### config.mk
export PLATFORM = sky130hd
export DESIGN_NAME = ram_delay_line
export DESIGN_NICKNAME = d
export VERILOG_FILES = /design/src/rtl/dly_pkg.sv /design/src/rtl/dly_ptr_gen.sv /design/src/rtl/dly_dpram.sv /design/src/rtl/ram_delay_line.sv
export SDC_FILE = /design/constraint.sdc
export NUM_CORES = 1
export LEC_CHECK = 0
export ABC_AREA = 1
export BUFFER_PORTS_ARGS = -buffer_cell sky130_fd_sc_hd__buf_2
export CORE_ASPECT_RATIO = 1.75
export CORE_MARGIN = 2
export CORE_UTILIZATION = 45
export DETAILED_ROUTE_END_ITERATION = 8
export MAX_ROUTING_LAYER = met4
export PLACE_DENSITY_LB_ADDON = 0.25
export SETUP_SLACK_MARGIN = 0.3
export SKIP_LAST_GASP = 1
export SLEW_MARGIN = 20
export SYNTH_ARGS = -nofsm -noshare
export SYNTH_HDL_FRONTEND = slang
export SYNTH_SLANG_ARGS = --single-unit
### constraint.sdc
create_clock -name clk_i -period 2.1 [get_ports clk_i]
set_input_delay 0.105 -clock clk_i [delete_from_list [all_inputs] [get_ports clk_i]]
set_output_delay 0.105 -clock clk_i [all_outputs]
set_load 0.01 [all_outputs]
### src/rtl/dly_pkg.sv
package dly_pkg;
    // Default geometry of the delay line
    localparam int unsigned DLY_DATA_W_DEF = 16;
    localparam int unsigned DLY_ADDR_W_DEF = 4;
endpackage

### src/rtl/dly_ptr_gen.sv
module dly_ptr_gen #(
    parameter int unsigned ADDR_W = dly_pkg::DLY_ADDR_W_DEF
) (
    input  logic              clk_i,
    input  logic              rst_i,
    output logic [ADDR_W-1:0] wr_addr_o,
    output logic [ADDR_W-1:0] rd_addr_o
);
    localparam logic [ADDR_W-1:0] STEP = ADDR_W'(1);

    typedef struct packed {
        logic [ADDR_W-1:0] wr;
        logic [ADDR_W-1:0] rd;
    } ptr_t;

    ptr_t ptr_d, ptr_q;

    always_comb begin
        ptr_d.wr = ptr_q.wr + STEP;
        ptr_d.rd = ptr_q.rd + STEP;
        if (rst_i) begin
            ptr_d.wr = '1;
            ptr_d.rd = '0;
        end
    end

    always_ff @(posedge clk_i) begin
        ptr_q <= ptr_d;
    end

    assign wr_addr_o = ptr_q.wr;
    assign rd_addr_o = ptr_q.rd;


    rd_start_chk: assert property (@(posedge clk_i) disable iff (rst_i)
        $past(rst_i) |-> ptr_q.rd == '0);


    wr_start_chk: assert property (@(posedge clk_i) disable iff (rst_i)
        $past(rst_i) |-> ptr_q.wr == '1);


    rd_step_chk: assert property (@(posedge clk_i) disable iff (rst_i)
        !$past(rst_i) |-> ptr_q.rd == $past(ptr_q.rd) + STEP);


    wr_step_chk: assert property (@(posedge clk_i) disable iff (rst_i)
        !$past(rst_i) |-> ptr_q.wr == $past(ptr_q.wr) + STEP);
endmodule

### src/rtl/dly_dpram.sv
module dly_dpram #(
    parameter int unsigned DATA_W = dly_pkg::DLY_DATA_W_DEF,
    parameter int unsigned ADDR_W = dly_pkg::DLY_ADDR_W_DEF
) (
    input  logic              clk_i,
    input  logic              rst_i,
    input  logic [ADDR_W-1:0] wr_addr_i,
    input  logic [DATA_W-1:0] wr_data_i,
    input  logic [ADDR_W-1:0] rd_addr_i,
    output logic [DATA_W-1:0] rd_data_o
);
    localparam int unsigned ENTRIES = 1 << ADDR_W;

    logic [DATA_W-1:0] store_q [ENTRIES];
    logic [DATA_W-1:0] rd_data_q;

    // One write and one registered read on every edge
    always_ff @(posedge clk_i) begin
        store_q[wr_addr_i] <= wr_data_i;
        rd_data_q          <= store_q[rd_addr_i];
    end

    assign rd_data_o = rd_data_q;


    port_clash_chk: assert property (@(posedge clk_i) disable iff (rst_i)
        wr_addr_i != rd_addr_i);
endmodule

### src/rtl/ram_delay_line.sv
module ram_delay_line #(
    parameter int unsigned DATA_W = dly_pkg::DLY_DATA_W_DEF,
    parameter int unsigned ADDR_W = dly_pkg::DLY_ADDR_W_DEF
) (
    input  logic              clk_i,
    input  logic              rst_i,
    input  logic [DATA_W-1:0] din_i,
    output logic [DATA_W-1:0] dout_o
);
    logic [ADDR_W-1:0] wr_addr;
    logic [ADDR_W-1:0] rd_addr;
    logic [DATA_W-1:0] ram_rd_data;
    logic [DATA_W-1:0] dout_d, dout_q;

    dly_ptr_gen #(.ADDR_W(ADDR_W)) u_ptr (
        .clk_i     (clk_i),
        .rst_i     (rst_i),
        .wr_addr_o (wr_addr),
        .rd_addr_o (rd_addr)
    );

    dly_dpram #(.DATA_W(DATA_W), .ADDR_W(ADDR_W)) u_ram (
        .clk_i     (clk_i),
        .rst_i     (rst_i),
        .wr_addr_i (wr_addr),
        .wr_data_i (din_i),
        .rd_addr_i (rd_addr),
        .rd_data_o (ram_rd_data)
    );

    // Output stage: the last of the DEPTH cycles of latency
    always_comb begin
        dout_d = ram_rd_data;
        if (rst_i) dout_d = '0;
    end

    always_ff @(posedge clk_i) begin
        dout_q <= dout_d;
    end

    assign dout_o = dout_q;


    out_clear_chk: assert property (@(posedge clk_i) disable iff (rst_i)
        $past(rst_i) |-> dout_o == '0);


    addr_gap_chk: assert property (@(posedge clk_i) disable iff (rst_i)
        wr_addr + ADDR_W'(1) == rd_addr);
endmodule

# Word level (Yosys, flattened, before mapping)
# Memory sizes are Yosys's and may differ from the RTL's. A register that Yosys moved wholly into a read port is not among the register bits.
# Index checks and enable logic that the tools add are counted.
# classes
n_addsub	2
# op_table
operator	count
4-bit by 1-bit adder with 4-bit output, second input constant	2
# word_totals
reg_bits	24
mem_bits_rw	256
inputBits	18
out_inout_bits	16
wordCells	6
memories	1
# mem_list
memory	depth	width	rd	rd_clocked_by_memory_dff	wr	line_no	rtl
u_ram.store_q	16	16	1	1	1	dly_dpram.sv:14	logic [DATA_W-1:0] store_q [ENTRIES];

# Logic depth before layout (Yosys ltp)
# Gate-level depths: netlist of run 1.
# depth
word_depth	1
mapped_depth	10

# Modules after synthesis
# From an unflattened synthesis of run 1, not the netlist that was laid out.
# unflattened
cells_unflattened	1156
area_unflattened_um2	12145.4
# by_module_without_submodules
module	instances	cells_each	area_per_inst_um2	seq_area_each_um2
dly_dpram	1	1075	11383.4	8007.7
ram_delay_line	1	50	474.2	320.3
dly_ptr_gen	1	31	287.8	160.2

# Worst setup path after synthesis of run 1
# Ideal clock, no wire load.
# synth_timing
kind	reg-to-reg
from	register u_ptr.ptr_q (netlist bit u_ptr.wr_addr_o[0])
to	memory u_ram.store_q[14][0] (netlist bit), enable pin
setup_time_ns	0.388
arrival_time_ns	1.332
t_required_ns	1.712
path_slack_ns	0.380
path_stages_with_launch	5
synth_period_minus_slack_ns	1.720
cell_sequence	dfxtp_1 inv_1 ha_1 inv_1 nor2_1
# synth_rtl
item	line_no	rtl
start, declared	dly_ptr_gen.sv:16	ptr_t ptr_d, ptr_q;
start signal, assigned	dly_ptr_gen.sv:28	ptr_q <= ptr_d;
end, declared	dly_dpram.sv:14	
# Straight into the memory's write port.

==> reports/results.tsv, run 1 <==
stage	metric	value	unit
sta	RSZ-0062 raised after global routing	no	
critical_path	Worst setup EP type	register	
drt	routed len/inst	18.0	microns
synthesis	sequential area share after synthesis	71.5	%
drt	Via density	4.94	
grt	Overflow after GRT	0	
critical_path	critical-path maximum fanout	137	
placed_design	Port Buffer Count	33	
final_layout	most frequent cells in the layout	nand2_1, edfxtp_1, inv_1, nor2_1, nand3_1	
cts	CTS sink cnt	296	
outcome	status	completed	
final_layout	share of cells above drive strength 1	11.5	%
sta	Fin. Hold Viols	0	
die	die height	219	microns
sta	Worst slew margin	56.1	%
drt	DRC Markers	0	
power	Peak VDD IR	0.541	mV
cts	cts repair resizes	0	
die	die area	0.0277	sq mm
synthesis	synthesized flop and latch total	296	
grt	largest net degree at the start of global routing	138	
power	Lkg Pwr	5.72	nW
sta	crit path time final	1.58	ns
sta	Fin Setup TNS	0	ns
critical_path	critical path class	register to register	
cts	H-tree levels	1	
final_layout	Ant. Diodes	0	
synthesis	syn avg cell area	10.6	sq um
final_layout	leading cell type in the layout, fill and taps excluded	nand2_1	
final_layout	Layout area overhead	15.2	%
placed_design	gpl congestion	0.786	
power	Pwr Density	959	mW/mm^2
final_layout	# nets final	1214	
grt	first-pass GRT wire length	42.4	mm
job	max-cap violations	0	
sta	highest clock rate	634	MHz
synthesis	Post-Syn Instances	1122	
drt	TritonRoute pass-1 iters	5	
drt	routed wire length	27.5	mm
cts	TritonCTS Buffers	26	
placed_design	final HPWL from detailed placement	16.3	mm
sta	fin. max-slew vios	0	
die	initial cell density of the core	45.7	%
sta	Worst-Margin Slew	0.659	ns
final_layout	Core Util, Final	52.7	%
grt	number of global-route vias before repair	7500	
sta	Final Cycle Share	75.1	%
critical_path	Startpoint Class	register	
hold_path	Min-Delay Path Class	primary input to register	
grt	aggregate global-route resource usage	20.9	%
sta	final worst clock skew	0.0149	ns
synthesis	post-synth net total	1145	
cts	clk slew on worst S/H paths	0.07	ns
sta	final worst setup slack	0.522	ns
synthesis	Distinct cells, synth	21	
synthesis	Netlist Area Pre-Place	0.0119	sq mm
placed_design	Post-Place Setup Slack	0.506	ns
critical_path	Arr. time, crit path	2.00	ns
cts	CTS tree	done	
die	total I/O pin count	34	
grt	antenna violations before repair	0	
die	Cell Rows	78	
cts	clk_lat worst skew	0.54	ns
die	core box area	0.0260	sq mm
drt	via count	7565	
cts	Root Buffer	clkbuf_16	
critical_path	Required @ worst endpoint	2.52	ns
synthesis	Yosys warning total	0	
drt	drt initial violations	662	
drt	antenna-violating nets left	0	
cts	clock tree buffer depth	3	
sta	final setup fails	0	
cts	post-CTS setup buffer count	0	
die	Die X	127	microns
[worst max-delay path, cell delays in order, from the launching register on]
cell and delay (ns):
dfxtp_4 0.37, buf_12 0.44, nand2_1 0.14, nand3_1 0.12
nand3_1 0.11, nand2_1 0.11, nand2_1 0.05
[sequential cells by signal, summed over array words and instances, names as in the netlist]
signal / count
u_ram.store_q: 256
u_ram.rd_data_o: 16
u_ptr.wr_addr_o: 4
dout_o: 16
u_ptr.rd_addr_o: 4
[metal layers]
metal  share of wire [%]  track usage (%)  vias up
li1                    -                -     3723
met1                  39             24.5     3585
met2                  52             37.2      211
met3                 5.5             2.83       46
met4                 2.9             6.81        0
met5                   0                -        -
[metrics by stage]
stage,total power [W],area (sq um),instances,hold WS [ns]
finish,0.0131,13700,1531,0.0741
global route,0.0135,13700,1531,0.0905
CTS,0.0132,13700,1531,0.0679
detailed placement,0.00802,12600,1467,0.396
global placement,0.00800,12600,1467,0.390
floorplan,0.00754,11900,1122,0.204
[layout make-up]
class	instances	area (sq um)
Clock buffer	29	693
Clock inverter	19	250
Fill cell	2236	12300
Sequential cell	296	8490
Tap cell	320	400
Multi-Input combinational cell	650	2670
Inverter	127	477
Timing Repair Buffer	90	696
[report_power, final]
group	total (W)	internal, W	leakage, nW	switching (W)
combinational	0.00110	0.000318	2.60	0.000779
sequential	0.00680	0.00671	2.66	0.0000850
clock	0.00522	0.00312	0.463	0.00210
total	0.0131	0.0102	5.72	0.00297
[worst paths after layout]
| check | from | endpoint | slack [ns] | cells past startpoint |
|---|---|---|---|---|
| worst max-delay path | u_ptr.rd_addr_o[0]$_SDFF_PP0_ | u_ram.rd_data_o[15]$_DFF_P_ | 0.52 | 6 |
| worst min-delay path | rst_i | dout_o[13]$_SDFF_PP0_ | 0.07 | 2 |
| worst max register to register | u_ptr.rd_addr_o[0]$_SDFF_PP0_ | u_ram.rd_data_o[15]$_DFF_P_ | 0.52 | 6 |
| worst min register to register | u_ram.rd_data_o[12]$_DFF_P_ | dout_o[12]$_SDFF_PP0_ | 0.40 | 2 |
[synth_stat cells (all sizes together)]
master	n	area, sq um
nand2	409	1540
edfxtp	256	7690
nor2	132	498
inv	126	473
nand3	98	490
buf	42	255
dfxtp	40	801
clkbuf	7	26.3
ha	5	62.6
a21oi	1	5.00
clkinv	1	3.75
nand4	1	6.26
o21ai	1	5.00
o31ai	1	7.51
or2	1	6.26
xnor2	1	8.76
[cells by family (layout without fill, tap and decap cells)]
kind of cell	count (synthesis)	after routing	share of synthesized area, %
XOR/XNOR	1	1	0.0738
AND/OR/NAND/NOR	641	641	21.4
adder cells (fa/ha/maj)	5	5	0.527
flip-flops	296	296	71.5
buffers and inverters	176	265	6.39
AO/OA/AOI/OAI	3	3	0.147
[timing repair]
action	CTS	global route
endpoints found under the setup margin	0	0
hold buffers	16	0
endpoints found under the hold margin	256	0
Power figures use the tool's default switching activity.
==> inputs of run 2 (changes only) <==
ABC_AREA = 0   (was 1)
clock period = 1.5 ns   (was 2.1 ns; I/O delays follow)
==> run 2 against run 1 <==
The run now ends with negative setup slack left. Cell count fell by 32%. Worst hold slack improved by 0.018 ns. Power rose by 40%. Wire length fell by 5.3%. Non-clock buffer count rose by 62. Area after synthesis fell by 5.4%.
==> reports/results.tsv, run 2 <==
stage	metric	value	unit
final_layout	multi-input logic area	0.00277	sq mm
cts	H-tree levels	1	
critical_path	Startpoint Class	register	
grt	largest net degree at the start of global routing	25	
power	Peak VDD IR	0.787	mV
grt	Overflow after GRT	0	
final_layout	share of cells above drive strength 1	41.8	%
critical_path	worst setup path endpoint	u_ram.rd_data_o[4]$_DFF_P_	
die	Die X	123	microns
drt	DRC Markers	0	
sta	Final Cycle Share	103	%
synthesis	post-synth net total	585	
job	max-cap violations	0	
cts	Root Buffer	clkbuf_16	
critical_path	critical-path maximum fanout	5	
sta	Fin Setup TNS	-0.323	ns
die	initial cell density of the core	45.8	%
drt	TritonRoute pass-1 iters	5	
drt	Via density	5.54	
sta	Worst slew margin	53.1	%
final_layout	filler cell count	1751	
grt	antenna violations before repair	0	
critical_path	cell count of the worst reg-to-reg path	7	
synthesis	Distinct cells, synth	30	
final_layout	# nets final	734	
synthesis	sequential area share after synthesis	75.6	%
die	die height	213	microns
die	die area	0.0263	sq mm
drt	via count	5762	
final_layout	Core Util, Final	59.0	%
outcome	violated checks	negative setup slack	
final_layout	Ant. Diodes	0	
sta	fin. max-slew vios	0	
hold_path	hold path depth	2	
sta	RSZ-0062 raised after global routing	yes	
die	total I/O pin count	34	
synthesis	Post-Syn Instances	562	
synthesis	Netlist Area Pre-Place	0.0112	sq mm
final_layout	max reg flops	256	
cts	CTS tree	done	
sta	Worst-Margin Slew	0.703	ns
cts	TritonCTS Buffers	26	
cts	CTS sink cnt	296	
synthesis	Async SR Flop Fraction	0	%
sta	final setup fails	12	
synthesis	Post-synth EDFFs	256	
sta	final worst setup slack	-0.0508	ns
grt	first-pass GRT wire length	37.9	mm
die	core box area	0.0245	sq mm
placed_design	final HPWL from detailed placement	14.6	mm
sta	final hold slack	0.0925	ns
synthesis	Yosys top cell by area	edfxtp_1	
synthesis	Synth top cells by count	edfxtp_1, mux2i_1, dfxtp_1	
synthesis	syn avg cell area	20.0	sq um
synthesis	most frequent cell after synthesis	edfxtp_1	
synthesis	Yosys warning total	0	
die	Cell Rows	76	
placed_design	Port Buffer Count	33	
sta	highest clock rate	645	MHz
synthesis	post-synth top area share	68.4	%
critical_path	reg2reg end	u_ram.rd_data_o[4]$_DFF_P_	
critical_path	Arr. time, crit path	2.03	ns
power	Pwr Density	1270	mW/mm^2
placed_design	Post-Place Setup Slack	-0.108	ns
final_layout	most flop-heavy register	u_ram.store_q	
sta	Fin. Hold Viols	0	
final_layout	register area	0.00850	sq mm
synthesis	ys flop type	edfxtp_1	
critical_path	r2r startpoint	u_ptr.rd_addr_o[0]$_SDFF_PP0_	
cts	clock tree buffer depth	3	
drt	routed len/inst	25.0	microns
hold_path	Min-Delay Path Class	primary input to register	
critical_path	Worst R2R Setup Slack	-0.05	ns
grt	number of global-route vias before repair	6137	
sta	final worst clock skew	0.0138	ns
sta	crit path time final	1.55	ns
cts	clk slew on worst S/H paths	0.06	ns
placed_design	gpl congestion	0.766	
power	Lkg Pwr	5.02	nW
critical_path	Worst setup EP type	register	
final_layout	leading cell type in the layout, fill and taps excluded	edfxtp_1	
synthesis	synth top area cells	edfxtp_1, dfxtp_1, mux4_2	
final_layout	Layout area overhead	28.9	%
critical_path	critical path class	register to register	
drt	drt initial violations	498	
outcome	status	complete, but fails checks	
grt	aggregate global-route resource usage	20.9	%
final_layout	most frequent cells in the layout	edfxtp_1, mux2i_1, buf_12, dfxtp_1, buf_2	
drt	routed wire length	26.0	mm
hold_path	Worst Min Path Start	rst_i	
cts	clk_lat worst skew	0.54	ns
synthesis	synthesized flop and latch total	296	
critical_path	Required @ worst endpoint	1.98	ns
power	total power	0.0184	W
drt	antenna-violating nets left	0	
critical_path	Crit. Startpoint	u_ptr.rd_addr_o[0]$_SDFF_PP0_	
[run 2: cell count changes after synthesis, moves of 19 or more]
cell      before  now
a221oi_2       0   30
buf_2         30    6
inv_1        124    2
mux2i_1        0   64
mux4_2         0   32
nand2_1      409   17
nand3_1       98    1
nor2_1       131    4
nor2b_1        0   19
[run 2: worst min-delay path by stage]
| stage | end | slack, ns |
|---|---|---|
| floorplan | dout_o[0]$_SDFF_PP0_ | 0.15 |
| CTS | dout_o[0]$_SDFF_PP0_ | 0.07 |
| global route | dout_o[1]$_SDFF_PP0_ | 0.09 |
| detailed placement | dout_o[15]$_SDFF_PP0_ | 0.43 |
| global placement | dout_o[13]$_SDFF_PP0_ | 0.43 |
| finish | dout_o[0]$_SDFF_PP0_ | 0.09 |
[run 2: per-layer routing]
layer	track usage, %	vias to the layer above	part of all wire (%)
li1	-	2554	-
met4	7.05	0	3.0
met2	37.3	155	55
met5	-	-	0
met3	2.64	54	4.5
met1	24.2	2999	37
[run 2: timing repair]
action                                  CTS  global route
gates cloned                             13             1
endpoints found under the hold margin   256             0
gates resized for setup                  58            37
setup buffers                            30             1
endpoints found under the setup margin  273           276
pin swaps                                16            12
hold buffers                             16             0
[run 2: cell families (layout without fill, tap and decap cells)]
group / after synthesis / in the layout / share of synthesized area [%]
XOR/XNOR: 4 / 4 / 0.312
adder cells (fa/ha/maj): 5 / 5 / 0.557
AND/OR/NAND/NOR: 63 / 63 / 3.12
buffers and inverters: 34 / 200 / 2.36
AO/OA/AOI/OAI: 64 / 64 / 5.95
flip-flops: 296 / 296 / 75.6
multiplexers: 96 / 96 / 12.1
[run 2: report_power, final]
group	internal, W	switching [W]
Clock	0.00373	0.00278
Combinational	0.00115	0.00111
Sequential	0.00948	0.000149
Total	0.0144	0.00403
[run 2: worst max-delay path, cell delays in order (launching register included)]
cell,delay (ns)
dfxtp_4,0.38
buf_12,0.14
buf_16,0.13
buf_6,0.12
mux2i_1,0.12
a221oi_2,0.38
a22oi_2,0.13
nand2_1,0.07
[run 2: cell type report]
class                           instances  share of cell area (%)
Inverter                                3                  0.0778
Tap cell                              312                    2.70
Clock inverter                          8                   0.639
Clock buffer                           37                    5.06
Timing Repair Buffer                  152                    13.7
Sequential cell                       296                    58.7
Multi-Input combinational cell        232                    19.1
[run 2: stage by stage]
stage          area, sq um  cells
3_3_place_gp         12400    934
5_1_grt              14500   1040
4_1_cts              14300   1038
6_report             14500   1040
2_1_floorplan        11300    562
3_5_place_dp         12400    934
